==> src/rtl/dcr_pkg.sv <==
package dcr_pkg;
  localparam int unsigned NUM_CH   = 2;
  localparam int unsigned CH_LEFT  = 0;
  localparam int unsigned CH_RIGHT = 1;
endpackage

==> src/rtl/dcr_estimator.sv <==
module dcr_estimator #(
  parameter int unsigned DATA_W  = 24,
  parameter int unsigned SHIFT_K = 16
) (
  input  logic              clk,
  input  logic              rst,
  input  logic              upd,
  input  logic [DATA_W-1:0] sample,
  output logic [DATA_W-1:0] est
);
  localparam int unsigned ACC_W = DATA_W + SHIFT_K;

  logic [ACC_W-1:0] acc_q;
  logic [ACC_W-1:0] acc_next;
  logic [ACC_W-1:0] x_ext;
  logic [ACC_W-1:0] e_ext;

  // Estimate is the accumulator floored by 2^SHIFT_K.
  assign est   = acc_q[ACC_W-1:SHIFT_K];
  assign x_ext = {{SHIFT_K{sample[DATA_W-1]}}, sample};
  assign e_ext = {{SHIFT_K{est[DATA_W-1]}}, est};
  // Stays in range: the accumulator is bounded by the sample range times 2^SHIFT_K.
  assign acc_next = acc_q + x_ext - e_ext;

  always_ff @(posedge clk) begin
    if (rst)      acc_q <= '0;
    else if (upd) acc_q <= acc_next;
  end

  assert_idle_keeps_acc_R8: assert property (@(posedge clk) disable iff (rst)
    !upd |=> $stable(acc_q));
endmodule

==> src/rtl/dcr_saturate.sv <==
module dcr_saturate #(
  parameter int unsigned DATA_W = 24
) (
  input  logic [DATA_W-1:0] a,
  input  logic [DATA_W-1:0] b,
  output logic [DATA_W-1:0] y
);
  localparam logic [DATA_W-1:0] POS_LIM = {1'b0, {(DATA_W-1){1'b1}}};
  localparam logic [DATA_W-1:0] NEG_LIM = {1'b1, {(DATA_W-1){1'b0}}};

  logic [DATA_W:0] diff;

  assign diff = {a[DATA_W-1], a} - {b[DATA_W-1], b};

  always_comb begin
    if (diff[DATA_W] != diff[DATA_W-1]) y = diff[DATA_W] ? NEG_LIM : POS_LIM;
    else                                y = diff[DATA_W-1:0];
  end
endmodule

==> src/rtl/dcr_channel.sv <==
module dcr_channel #(
  parameter int unsigned DATA_W  = 24,
  parameter int unsigned SHIFT_K = 16
) (
  input  logic              clk,
  input  logic              rst,
  input  logic              in_valid,
  input  logic              hold,
  input  logic [DATA_W-1:0] sample,
  output logic [DATA_W-1:0] y
);
  logic [DATA_W-1:0] est;
  logic [DATA_W-1:0] diff_sat;
  logic [DATA_W-1:0] y_q;

  dcr_estimator #(.DATA_W(DATA_W), .SHIFT_K(SHIFT_K)) u_est (
    .clk    (clk),
    .rst    (rst),
    .upd    (in_valid & ~hold),
    .sample (sample),
    .est    (est)
  );

  dcr_saturate #(.DATA_W(DATA_W)) u_sat (
    .a (sample),
    .b (est),
    .y (diff_sat)
  );

  always_ff @(posedge clk) begin
    if (rst)           y_q <= '0;
    else if (in_valid) y_q <= diff_sat;
  end

  assign y = y_q;

  assert_hold_output_R2: assert property (@(posedge clk) disable iff (rst)
    !in_valid |=> $stable(y_q));
  assert_frozen_est_R5: assert property (@(posedge clk) disable iff (rst)
    (in_valid && hold) |=> $stable(est));
  assert_no_wrap_pos_R6: assert property (@(posedge clk) disable iff (rst)
    (in_valid && !sample[DATA_W-1] && est[DATA_W-1]) |=> !y_q[DATA_W-1]);
  assert_no_wrap_neg_R6: assert property (@(posedge clk) disable iff (rst)
    (in_valid && sample[DATA_W-1] && !est[DATA_W-1]) |=> y_q[DATA_W-1]);
endmodule

==> src/rtl/dc_offset_remover.sv <==
module dc_offset_remover
  import dcr_pkg::*;
#(
  parameter int unsigned DATA_W  = 24,
  parameter int unsigned SHIFT_K = 16
) (
  input  logic              clk,
  input  logic              rst,
  input  logic              in_valid,
  input  logic              hold,
  input  logic [DATA_W-1:0] in_left,
  input  logic [DATA_W-1:0] in_right,
  output logic              out_valid,
  output logic [DATA_W-1:0] out_left,
  output logic [DATA_W-1:0] out_right
);
  logic [DATA_W-1:0] smp [NUM_CH];
  logic [DATA_W-1:0] res [NUM_CH];
  logic              vld_q;

  assign smp[CH_LEFT]  = in_left;
  assign smp[CH_RIGHT] = in_right;

  for (genvar c = 0; c < NUM_CH; c++) begin : g_ch
    dcr_channel #(.DATA_W(DATA_W), .SHIFT_K(SHIFT_K)) u_ch (
      .clk      (clk),
      .rst      (rst),
      .in_valid (in_valid),
      .hold     (hold),
      .sample   (smp[c]),
      .y        (res[c])
    );
  end

  always_ff @(posedge clk) begin
    if (rst) vld_q <= 1'b0;
    else     vld_q <= in_valid;
  end

  assign out_valid = vld_q;
  assign out_left  = res[CH_LEFT];
  assign out_right = res[CH_RIGHT];

  assert_valid_follows_R2: assert property (@(posedge clk) disable iff (rst)
    in_valid |=> out_valid);
  assert_valid_quiet_R2: assert property (@(posedge clk) disable iff (rst)
    !in_valid |=> !out_valid);
  assert_reset_clears_R1: assert property (@(posedge clk)
    rst |=> (!out_valid && out_left == '0 && out_right == '0));
endmodule

==> config.mk <==
export PLATFORM = sky130hd
export DESIGN_NAME = dc_offset_remover
export DESIGN_NICKNAME = d
export VERILOG_FILES = /design/src/rtl/dcr_pkg.sv /design/src/rtl/dcr_estimator.sv /design/src/rtl/dcr_saturate.sv /design/src/rtl/dcr_channel.sv /design/src/rtl/dc_offset_remover.sv
export SDC_FILE = /design/constraint.sdc
export NUM_CORES = 1
export LEC_CHECK = 0
export BUFFER_PORTS_ARGS = -buffer_cell sky130_fd_sc_hd__buf_2
export CORE_ASPECT_RATIO = 0.6
export CORE_UTILIZATION = 65
export DETAILED_ROUTE_END_ITERATION = 10
export PLACE_DENSITY = 0.85
export SETUP_SLACK_MARGIN = 0.2
export SYNTH_ARGS = -nofsm -noshare
export SYNTH_HDL_FRONTEND = slang
export SYNTH_SLANG_ARGS = --single-unit
==> constraint.sdc <==
create_clock -name clk -period 6.32 [get_ports clk]
set_clock_uncertainty 0.1 [all_clocks]
set_input_delay 0 -clock clk [delete_from_list [all_inputs] [get_ports clk]]
set_output_delay 0 -clock clk [all_outputs]
set_load 0.005 [all_outputs]
==> flow_summary_export.csv <==
group,metric,value,unit
sta,setup_violations,0,
floorplan,fp.coreArea,0.0204,mm^2
placed_design,hpwlAfterDp,34.2,mm
synth,post_synth_xor_area_fraction,0.0626,
routing,via_per_inst,6.28,
synth,synth.ff_latch_count,129,
hold_path,hp_class,"input pin to flip-flop",
floorplan,die_w,190,um
power,power_switching,5.27,mW
sta,setup_repair_after_global_routing_missed_its_margin,"false",
sta,slew_headroom,0.103,
clock_tree,clk_latency,450,ps
clock_tree,cts-htree-levels,4,
layout,layout.nets,2139,
synth,synth.yosys.warnings,0,
setup_path,ordered_list_of_cells_on_the_worst_path,"inv_1 > ha_1 > a21oi_1 > o21ai_0 > a21oi_1 > o31a_1 > or3_1 > a31oi_1 > o21ai_1 > a31oi_2 > nand3_1 > a31oi_1",
synth,syn_avg_cell_area,7.63,um^2
clock_tree,cts-root-buf,"sky130_fd_sc_hd__clkbuf_16",
floorplan,design.portCount,101,
synth,asyncSetResetFlopFracSynth,0,
synth,synth_flop_cell,"sky130_fd_sc_hd__dfxtp_1",
layout,ratio_of_cells_with_drive_above_1_in_the_final_layout,0.104,
sta,period_share,0.716,
setup_path,worstPathMaxFanout,29,
synth,synth_adder_area_share,0.233,
sta,transition_time_at_the_pin_with_the_least_slew_margin,1340,ps
global_route,global_route.usage.total,0.407,
setup_path,worst_setup_path_end_kind,"flip-flop",
setup_path,crit_arrival,4770,ps
synth,synth_simple_gate_area_share,0.142,
setup_path,worstSetupStartpointType,"flip-flop",
power,finalPower,9.82,mW
routing,route.vias.total,13600,
routing,violation_count_after_the_first_detailed_route_iteration,1735,
global_route,grt_antenna_before_repair,0,
clock_tree,ctsLongestPathBuffers,2,
power,cellLeakagePower,7.14,nW
setup_path,critical-path-max-stage-delay,950,ps
synth,yosysSeqAreaShare,0.186,
layout,layout.cells.most_common,"sky130_fd_sc_hd__inv_1",
synth,synth_top_family_by_area,"compound AO/OA/AOI/OAI gates",
layout,num_antenna_cells,0,
routing,drt-wirelength-per-cell,20.1,um
job,max-cap-violations,0,
routing,route.detailed.drc,0,
sta,final_period_minus_worst_setup_slack,4520,ps
power,share_comb_of_total_power,0.764,
synth,synth_area,0.0139,mm^2
floorplan,floorplan.initialDensity,0.678,
synth,post_synth_num_cell_types,74,
synth,mappedNetlistNets,2075,
sta,report.final.hold_viol_count,0,
outcome,outcome,"complete, no violations",
layout,layout-area-overhead-vs-synth,8.96,%
routing,detail_route.wirelength,43.5,mm
routing,drt.antenna.violating_nets,0,
global_route,first_pass_grt_wire_length,68.1,mm
sta,fin_setup_tns,0,ps
layout,layout_common_cells,"313 x sky130_fd_sc_hd__inv_1, 172 x sky130_fd_sc_hd__nand2_1, 172 x sky130_fd_sc_hd__a21oi_1, 129 x sky130_fd_sc_hd__dfxtp_1, 128 x sky130_fd_sc_hd__ha_1",
placed_design,numPortBuffers,100,
floorplan,die_area,0.0219,mm^2
power,irDropWorstVdd,0.381,mV
global_route,grt_overflow,0,
floorplan,std_cell_rows,40,
setup_path,cell_with_the_largest_stage_delay_on_the_worst_path,"sky130_fd_sc_hd__a31oi_2",
setup_path,worst_ep_required_time,6570,ps
sta,timing.fmax,221,MHz
synth,number_of_enable_flip_flop_cells_after_synthesis,0,
synth,synth_mux_area_frac,0.00452,
clock_tree,cts_resized,0,
power,p_per_area,650,mW/mm^2
power,swShare,0.537,
power,pwr-share-seq,0.132,
synth,compound_cell_area_share_of_the_yosys_netlist,0.265,
power,p_int,4.54,mW
floorplan,die_height,115,um
clock_tree,tritoncts,"built",
clock_tree,clk_pin_slew_worst_paths,60,ps
setup_path,worstSetupPathType,"flip-flop to flip-flop",
placed_design,globalplace.congestion,1.02,
clock_tree,cts_buffers,17,
synth,syn-instance-count,1815,
power,share_clk_of_total_power,0.104,
sta,final_max_slew_viol_count,0,
global_route,maximum_number_of_pins_on_one_net_before_global_route_repair,53,
global_route,grt_pass1_vias,12100,
routing,number_of_detailed_routing_iterations_run_before_antenna_repair,5,
clock_tree,numClockSinks,129,
-- metal layers --
layer / wire length (um) / vias to the layer above / part of all wire / global-route usage
met4: 565 / 0 / 0.013 / 0.0827
met5: 0 / - / 0 / 0
li1: - / 6351 / - / -
met1: 20400 / 6302 / 0.47 / 0.637
met2: 15600 / 874 / 0.36 / 0.506
met3: 6950 / 72 / 0.16 / 0.158
-- stage by stage --
stage          setup WS (ps)  hold WS, ps  instances  cell area [um^2]  utilization
6_report                1800         42.3       2165             15100        0.739
5_1_grt                 1580         62.3       2165             15100        0.739
4_1_cts                 1990         12.6       2165             15100        0.739
3_5_place_dp            2130          289       2131             14500        0.710
3_3_place_gp            2240          278       2131             14500        0.710
2_1_floorplan           2710         99.6       1815             13900            -
-- synthesized netlist by cell type (23+ instances only) --
master	number	area share
sky130_fd_sc_hd__a21o_1	63	0.034
sky130_fd_sc_hd__o221a_2	27	0.022
sky130_fd_sc_hd__o21ai_0	114	0.041
sky130_fd_sc_hd__nor3_1	23	0.0083
sky130_fd_sc_hd__a31oi_1	26	0.012
sky130_fd_sc_hd__a21oi_1	172	0.062
sky130_fd_sc_hd__clkbuf_1	54	0.015
sky130_fd_sc_hd__ha_1	128	0.12
sky130_fd_sc_hd__xor2_1	43	0.027
sky130_fd_sc_hd__xnor2_1	56	0.035
sky130_fd_sc_hd__nand2_1	172	0.047
sky130_fd_sc_hd__inv_1	313	0.085
sky130_fd_sc_hd__dfxtp_1	129	0.19
sky130_fd_sc_hd__nor2_1	97	0.026
sky130_fd_sc_hd__a211oi_1	25	0.014
sky130_fd_sc_hd__fa_1	80	0.12
sky130_fd_sc_hd__nand3_1	32	0.012
-- cell type report --
type	instances	area (um^2)
Multi-Input combinational cell	1305	9810
Sequential cell	129	2580
Clock inverter	12	124
Inverter	313	1170
Tap cell	273	342
Fill cell	1619	5330
Clock buffer	20	457
Timing Repair Buffer	113	603
-- flip-flops by register name, summed over array words and instances, names as in the netlist --
signal / flops
g_ch.u_ch.u_est.acc_q: 80
out_valid: 1
g_ch.u_ch.y: 48
-- worst max-delay path, delay by kind of cell (launching register included) --
| family | cells | cell delay, ps |
|---|---|---|
| and+or+nand+nor | 2 | 820 |
| buffers and inverters | 1 | 160 |
| adders and majority gates | 1 | 390 |
| DFF | 1 | 380 |
| AOI/OAI and AO/OA | 8 | 2560 |
-- path summary, 6_finish.rpt --
kind	cells past startpoint	endpoint	startpoint	slack (ps)
max	12	g_ch[0].u_ch.y[3]	g_ch[0].u_ch.u_est.acc_q[27]	1800
min reg2reg	2	g_ch[1].u_ch.u_est.acc_q[14]	g_ch[1].u_ch.u_est.acc_q[14]	360
min	4	g_ch[0].u_ch.u_est.acc_q[34]	hold	40
max reg2reg	12	g_ch[0].u_ch.y[3]	g_ch[0].u_ch.u_est.acc_q[27]	1800
-- cell families (layout without fill, tap and decap cells) --
group	Yosys count	in the layout
muxes	6	6
and+or+nand+nor	428	428
buffers and inverters	381	458
DFF	129	129
AOI/OAI and AO/OA	562	562
adders and majority gates	210	210
xor gates and xnor gates	99	99
-- power groups by stage --
stage / sequential, mW / combinational [mW] / clock, mW
global placement: 1.29 / 6.95 / 0
floorplan: 1.25 / 5.43 / 0
detailed placement: 1.30 / 7.12 / 0
finish: 1.29 / 7.50 / 1.02
global route: 1.32 / 8.19 / 1.05
CTS: 1.29 / 7.21 / 1.02
-- repair_timing --
| item | in CTS | in global routing |
|---|---|---|
| hold buffers | 2 | 0 |
| buffers inserted | 0 | 0 |
| endpoints found under the hold margin | 2 | 0 |
Note: power is estimated with default switching activity, not from simulation.
